==> src/rtl/sdac_pkg.sv <==
package sdac_pkg;
   // bit positions inside the synchronized pin vector
   localparam int PIN_FRAME = 0;
   localparam int PIN_SCLK  = 1;
   localparam int PIN_DIN   = 2;
   localparam int PIN_LOAD  = 3;
   localparam int PIN_CLEAR = 4;
   localparam int PIN_CHAIN = 5;
   localparam int PIN_FMT   = 6;
   localparam int PIN_COUNT = 7;
   // idle level of each pin, used as synchronizer reset value
   localparam logic [PIN_COUNT-1:0] PIN_IDLE = 7'b001_1001;
endpackage

==> src/rtl/sdac_sync.sv <==
module sdac_sync #(
   parameter int W = 1,
   parameter int STAGES = 2,
   parameter logic [W-1:0] RST_VAL = '0
) (
   input  logic         clk,
   input  logic         rst_n,
   input  logic [W-1:0] d,
   output logic [W-1:0] q
);
   generate
      if (STAGES < 2) begin : g_bad
         $error("sdac_sync: STAGES must be at least 2");
      end
   endgenerate

   logic [W-1:0] stg [STAGES];

   genvar gi;
   generate
      for (gi = 0; gi < STAGES; gi++) begin : g_stage
         if (gi == 0) begin : g_first
            always_ff @(posedge clk or negedge rst_n)
               if (!rst_n) stg[gi] <= RST_VAL;
               else        stg[gi] <= d;
         end else begin : g_next
            always_ff @(posedge clk or negedge rst_n)
               if (!rst_n) stg[gi] <= RST_VAL;
               else        stg[gi] <= stg[gi-1];
         end
      end
   endgenerate

   assign q = stg[STAGES-1];
endmodule

==> src/rtl/sdac_shifter.sv <==
module sdac_shifter #(
   parameter int WORD_W = 16,
   parameter int CODE_W = 12
) (
   input  logic              clk,
   input  logic              rst_n,
   input  logic              frame_act,
   input  logic              bit_fall,
   input  logic              bit_in,
   output logic [CODE_W-1:0] code_bits,
   output logic              top_bit,
   output logic              word_done
);
   localparam int CNT_W = $clog2(WORD_W + 1);
   localparam logic [CNT_W-1:0] LAST = CNT_W'(WORD_W - 1);
   localparam logic [CNT_W-1:0] FULL = CNT_W'(WORD_W);

   generate
      if (CODE_W > WORD_W || CODE_W < 1) begin : g_bad
         $error("sdac_shifter: CODE_W must lie in 1..WORD_W");
      end
   endgenerate

   logic [WORD_W-1:0] sreg;
   logic [CNT_W-1:0]  cnt;
   logic              take;

   assign take = frame_act && bit_fall;

   always_ff @(posedge clk or negedge rst_n) begin
      if (!rst_n) begin
         sreg      <= '0;
         cnt       <= '0;
         word_done <= 1'b0;
      end else begin
         word_done <= take && (cnt == LAST);
         if (!frame_act) begin
            cnt <= '0;
         end else if (take) begin
            sreg <= {sreg[WORD_W-2:0], bit_in};
            if (cnt != FULL) cnt <= cnt + 1'b1;
         end
      end
   end

   assign code_bits = sreg[CODE_W-1:0];
   assign top_bit   = sreg[WORD_W-1];

   a_r2_cnt_bound: assert property (@(posedge clk) disable iff (!rst_n)
      cnt <= FULL);
   a_r5_cnt_restart: assert property (@(posedge clk) disable iff (!rst_n)
      !frame_act |=> cnt == '0);
   a_r6_idle_hold: assert property (@(posedge clk) disable iff (!rst_n)
      !frame_act |=> $stable(sreg));
   a_r4_done_full: assert property (@(posedge clk) disable iff (!rst_n)
      word_done |-> cnt == FULL);
endmodule

==> src/rtl/sdac_latch.sv <==
module sdac_latch #(
   parameter int CODE_W = 12
) (
   input  logic              clk,
   input  logic              rst_n,
   input  logic              clear,
   input  logic              load_evt,
   input  logic [CODE_W-1:0] din,
   input  logic              fmt_twos,
   output logic [CODE_W-1:0] core_code
);
   localparam logic [CODE_W-1:0] SIGN_FLIP = {1'b1, {(CODE_W-1){1'b0}}};

   logic [CODE_W-1:0] held;

   always_ff @(posedge clk or negedge rst_n) begin
      if (!rst_n)        held <= '0;
      else if (clear)    held <= '0;
      else if (load_evt) held <= din;
   end

   assign core_code = fmt_twos ? (held ^ SIGN_FLIP) : held;

   a_r9_clear_zero: assert property (@(posedge clk) disable iff (!rst_n)
      clear |=> held == '0);
   a_r11_clear_wins: assert property (@(posedge clk) disable iff (!rst_n)
      clear && load_evt |=> held == '0);
   a_r3_hold: assert property (@(posedge clk) disable iff (!rst_n)
      !clear && !load_evt |=> $stable(held));
endmodule

==> src/rtl/sdac_rx_top.sv <==
module sdac_rx_top #(
   parameter int WORD_W = 16,
   parameter int CODE_W = 12,
   parameter int SYNC_STAGES = 2
) (
   input  logic              clk,
   input  logic              rst_n,
   input  logic              frame_n,
   input  logic              ser_clk,
   input  logic              ser_din,
   input  logic              load_n,
   input  logic              clear_n,
   input  logic              chain_en,
   input  logic              fmt_twos,
   output logic              ser_dout,
   output logic [CODE_W-1:0] core_code
);
   import sdac_pkg::*;

   logic [PIN_COUNT-1:0] pins_raw, pins_s;
   logic sclk_q, load_q;
   logic bit_fall, load_fall, load_evt;
   logic [CODE_W-1:0] code_bits;
   logic top_bit, word_done;

   always_comb begin
      pins_raw            = '0;
      pins_raw[PIN_FRAME] = frame_n;
      pins_raw[PIN_SCLK]  = ser_clk;
      pins_raw[PIN_DIN]   = ser_din;
      pins_raw[PIN_LOAD]  = load_n;
      pins_raw[PIN_CLEAR] = clear_n;
      pins_raw[PIN_CHAIN] = chain_en;
      pins_raw[PIN_FMT]   = fmt_twos;
   end

   sdac_sync #(.W(PIN_COUNT), .STAGES(SYNC_STAGES), .RST_VAL(PIN_IDLE)) u_sync (
      .clk(clk), .rst_n(rst_n), .d(pins_raw), .q(pins_s));

   always_ff @(posedge clk or negedge rst_n) begin
      if (!rst_n) begin
         sclk_q <= PIN_IDLE[PIN_SCLK];
         load_q <= PIN_IDLE[PIN_LOAD];
      end else begin
         sclk_q <= pins_s[PIN_SCLK];
         load_q <= pins_s[PIN_LOAD];
      end
   end

   assign bit_fall  = sclk_q && !pins_s[PIN_SCLK];
   assign load_fall = load_q && !pins_s[PIN_LOAD];
   // held-low strobe selects auto-update on a completed word
   assign load_evt  = load_fall || (!pins_s[PIN_LOAD] && word_done);

   sdac_shifter #(.WORD_W(WORD_W), .CODE_W(CODE_W)) u_shift (
      .clk(clk), .rst_n(rst_n),
      .frame_act(!pins_s[PIN_FRAME]),
      .bit_fall(bit_fall), .bit_in(pins_s[PIN_DIN]),
      .code_bits(code_bits), .top_bit(top_bit), .word_done(word_done));

   sdac_latch #(.CODE_W(CODE_W)) u_latch (
      .clk(clk), .rst_n(rst_n),
      .clear(!pins_s[PIN_CLEAR]), .load_evt(load_evt),
      .din(code_bits), .fmt_twos(pins_s[PIN_FMT]),
      .core_code(core_code));

   assign ser_dout = pins_s[PIN_CHAIN] && top_bit;

   a_r5_no_auto_unframed: assert property (@(posedge clk) disable iff (!rst_n)
      word_done |-> $past(!pins_s[PIN_FRAME]));
endmodule

==> config.mk <==
export PLATFORM = sky130hd
export DESIGN_NAME = sdac_rx_top
export DESIGN_NICKNAME = d
export VERILOG_FILES = /design/src/rtl/sdac_pkg.sv /design/src/rtl/sdac_sync.sv /design/src/rtl/sdac_shifter.sv /design/src/rtl/sdac_latch.sv /design/src/rtl/sdac_rx_top.sv
export SDC_FILE = /design/constraint.sdc
export NUM_CORES = 1
export LEC_CHECK = 0
export ABC_CLOCK_PERIOD_IN_PS = 2080
export CORE_MARGIN = 2
export CORE_UTILIZATION = 26
export DETAILED_ROUTE_END_ITERATION = 16
export PLACE_DENSITY_LB_ADDON = 0.08
export RECOVER_POWER = 50
export SLEW_MARGIN = 25
export SYNTH_ARGS = -nofsm -noshare
export SYNTH_HDL_FRONTEND = slang
export SYNTH_SLANG_ARGS = --single-unit
export TNS_END_PERCENT = 10
==> constraint.sdc <==
create_clock -name clk -period 2.08 [get_ports clk]
set_clock_uncertainty 0.15 [all_clocks]
set_input_delay 0.624 -clock clk [delete_from_list [all_inputs] [get_ports clk]]
set_output_delay 0.624 -clock clk [all_outputs]
set_load 0.1 [all_outputs]
**Word-level counts from Yosys, hierarchy flattened**

Index checks and enable logic that the tools add are counted.

- $add $sub $neg: 1
- Mux-type cells: 6
- Reductions and logical operators: 14
- Bitwise gates (word level): 2
- Equal/unequal tests: 3

Operators with widths:

| cell | count |
|---|---|
| $mux W12 | 3 |
| $mux W5 | 3 |
| $logic_and A1 B1 Y1 | 6 |
| $add A5 B1 Y5 const B | 1 |
| $eq A5 B4 Y1 const B | 1 |
| $ne A5 B5 Y1 const B | 1 |
| $reduce_and A2 Y1 | 2 |
| $reduce_bool A2 Y1 | 2 |
| $logic_not A1 Y1 | 3 |
| $ne A2 B2 Y1 const B | 1 |
| $not A1 Y1 | 2 |
| $logic_or A1 B1 Y1 | 1 |

- Output and inout port bits: 13
- Register bits after elaboration: 50
- Word-level logic and storage cells: 34

**Depth between registers and ports, before layout**

- Word-level depth: 5
- Depth in mapped cells: 4

**By module**

From an unflattened synthesis, not the netlist that was laid out.

- Cells, all modules: 157
- Area, all modules: 2,117.0 um^2

By module, submodules not included:

| module | sequential area each (um^2) | times used | area each (um^2) | cells each |
|---|---|---|---|---|
| sdac_shifter | 550.5 | 1 | 1,053.5 | 79 |
| sdac_latch | 300.3 | 1 | 571.8 | 50 |
| sdac_sync | 357.8 | 1 | 410.4 | 21 |
| sdac_rx_top | 51.3 | 1 | 81.3 | 7 |

**Worst setup path after synthesis**

Ideal clock, no wire load.

- Path type: reg2out
- From: register u_latch.held[11]
- To: output core_code[11]
- Slack: -0.490 ns
- Path buffers: 0
- Data required time: 1.306 ns
- Stages on the path, launching flop included: 2
- Arrival: 1.796 ns
- Cell sequence: dfrtp_1 > xor2_1

- Word-level cells in the longest chain between the ends: 2

Ends and longest elaborated chain:

| what | line | source |
|---|---|---|
| start: declaration | sdac_latch.sv:14 | `logic [CODE_W-1:0] held;` |
| start signal: assignment | sdac_latch.sv:19 | `else if (load_evt) held <= din;` |
| $not A1 Y1 (no line) | -- |  |
| $mux W12 (*) | sdac_latch.sv:22 | `assign core_code = fmt_twos ? (held ^ SIGN_FLIP) : held;` |
| end: declaration | sdac_rx_top.sv:16 | `output logic [CODE_W-1:0] core_code` |

Every way passes the cells marked *; elsewhere a longest branch is shown, timed or not.

**Worst setup path in the final report**

Same ends and word-level chain as after synthesis.

==> impl_metrics.yaml <==
final_layout:
  n_antenna_cell: 0
  utilization_pct: 33.3
  fin_nets: 153
  area_delta_synth_final_pct: 23.6
  layoutNonFillerInstCount: 241
  drive_gt1_share_pct: 36.6
global_routing:
  antenna_found_initial: 0
  grt_pass1_wl_um: 5130
  grt_max_degree: 51
  first_global_vias: 1074
  grt_use_total_pct: 7.90
  globalRouteOverflowTotal: 0
sta:
  fin_tns_setup_ps: 0
  report.final.slew_viol_count: 0
  final.period_utilization_pct: 90.2
  maxSlewHeadroom_pct: 17.4
  setup_violations: 0
  fmax_mhz: 533
  hold_viol: 0
  min_period_ps: 1880
  tightest_slew_ps: 1240
  rsz0062_at_grt: "no"
route:
  ant_nets: 0
  drt-total-wl_um: 2870
  drc_errors: 0
  drt_first_pass_iters: 2
  dr_total_vias: 962
  post_drt_wl_per_cell_um: 11.9
  drtIter0Drc: 37
  via_per_inst: 3.99
clock_tree:
  cts_sinks: 50
  htreeDepth: 2
  cts_buffers: 5
  tritoncts: "yes"
  root_buffer: "clkbuf_8"
  cts_resized: 0
  postCtsSetupBuffers: 0
  clockBufferDepth: 2
  worstSkewPairLatency_ps: 300
  clkTransAtPathRegs_ps: 90
  hold_buffers: 0
yosys:
  syn_inst: 126
  avgSynthCellArea_um2: 15.6
  synth_nets: 138
  synth_area_um2: 1960
  synth_edf_count: 0
  synthArstFlopShare_pct: 100
  synth_flop_cell: "dfrtp_1"
  synth_cell_types: 30
  synth_sequential_area_ratio_pct: 64.2
  yosysWarnings: 0
  ys_ff_latch: 50
power:
  power.leakage_nw: 1.08
  clkPwrFrac_pct: 30.1
  swShare_pct: 26.9
  p_per_area_nw_per_um2: 912
  max-vdd-ir-drop_uv: 439
  switchingPower_w: 0.000596
  combPwrFrac_pct: 17.2
  p_int_w: 0.00162
  seq_power_share_pct: 52.8
critical_path:
  cp-end-kind: "output port"
  cp.arrival_ps: 1100
  crit_path_start_kind: "register"
  cp_max_fo: 2
  path_class: "register to output port"
  critPathRequiredTime_ps: 1310
floorplanning:
  ios: 22
  die_h_um: 90.9
  initial_utilization_pct: 26.9
  die_w_um: 90.9
  fp-row-count: 31
  die_area_um2: 8260
  core_area_um2: 7290
placement:
  place_inst: 233
  io_buffer_count: 21
  gp_congestion: 0.658
  dpl.hpwl_um: 1880
job:
  max-cap-violations: 0
min_path:
  hold_class: "register to register"
status:
  run_status: "complete, no violations"
==> placed cells by master, fill, tap and decap left out, types with 2 or more instances in the layout <==
cell and count:
a22o_1 12, and2_1 2, buf_12 13, clkbuf_8 5, clkdlybuf4s50_1 7, dfrtp_1 43, dfstp_2 7, ha_1 3
inv_1 4, mux2_2 8, mux2_4 9, nand2b_1 2, nor2_1 5
==> layout make-up <==
type,instances,area [um2]
fillers,752,4870
inverters,4,15.0
repair buffers,23,348
clock inverters,2,37.5
flip-flops and latches,50,1260
clock buffers,6,72.6
well taps,99,124
multi-input cells,57,569
==> registers in the layout (all words and copies together), names as in the netlist <==
register           count
sclk_q                 1
u_shift.word_done      1
u_latch.held          12
load_q                 1
u_shift.sreg          16
u_sync.q               7
u_shift.cnt            5
u_sync.stg             7
==> cell usage after synthesis (2+ instances only) <==
| cell | number | area (um2) |
|---|---|---|
| a22o_1 | 12 | 105 |
| ha_1 | 3 | 37.5 |
| mux2_2 | 8 | 90.1 |
| mux2_4 | 9 | 135 |
| buf_4 | 12 | 90.1 |
| inv_1 | 4 | 15.0 |
| dfrtp_1 | 43 | 1080 |
| nand2b_1 | 2 | 12.5 |
| nor2_1 | 5 | 18.8 |
| dfstp_2 | 7 | 184 |
| and2_1 | 2 | 12.5 |
==> power groups by stage <==
| stage | registers, W | clock network [W] | logic [W] |
|---|---|---|---|
| global placement | 0.00119 | 0 | 0.000385 |
| floorplan | 0.00115 | 0 | 0.000295 |
| detailed placement | 0.00119 | 0 | 0.000389 |
| finish | 0.00117 | 0.000665 | 0.000380 |
| CTS | 0.00117 | 0.000698 | 0.000390 |
| global route | 0.00119 | 0.000741 | 0.000401 |
==> per-stage QoR <==
| step | cell area (um2) | setup slack (ps) | total power [W] | hold WS [ps] |
|---|---|---|---|---|
| global placement | 2330 | 527 | 0.00157 | 184 |
| detailed placement | 2330 | 474 | 0.00158 | 185 |
| floorplan | 1970 | 20.7 | 0.00145 | 178 |
| finish | 2430 | 203 | 0.00221 | 203 |
| CTS | 2440 | 179 | 0.00226 | 155 |
| global route | 2430 | 131 | 0.00233 | 210 |
==> kinds of logic after synthesis <==
family	count (synthesis)	share of synthesized area (%)
buffers and inverters	19	7.20
XOR/XNOR	1	0.446
flip-flops	50	64.2
multiplexers	18	12.0
adder cells (fa/ha/maj)	3	1.91
AND/OR/NAND/NOR	17	5.99
AO/OA/AOI/OAI	18	8.29
==> metal layers <==
metal	global-route usage, %	vias to the layer above	wire length, um
met1	9.56	491	1240
li1	-	451	-
met2	12.5	14	1450
met3	3.09	6	119
met5	0	-	0
met4	3.41	0	56
==> worst max-delay path, cell delays in order (launching register included) <==
cell,delay [ps]
dfrtp_1,420
xor2_2,190
buf_12,200
==> final timing paths <==
check / startpoint / to / slack (ps) / cells past startpoint
setup / recovery: u_latch.held[11] / core_code[11] / 200 / 2
hold / removal: u_sync.stg[9] / u_sync.q[2] / 200 / 0
setup reg to reg: u_shift.cnt[0] / u_shift.cnt[4] / 470 / 4
hold reg to reg: u_sync.stg[9] / u_sync.q[2] / 200 / 0
max in group asynchronous: rst_n / u_shift.word_done / 510 / 2
min in group asynchronous: rst_n / u_shift.cnt[2] / 510 / 2
(Power assumes the default switching activity.)
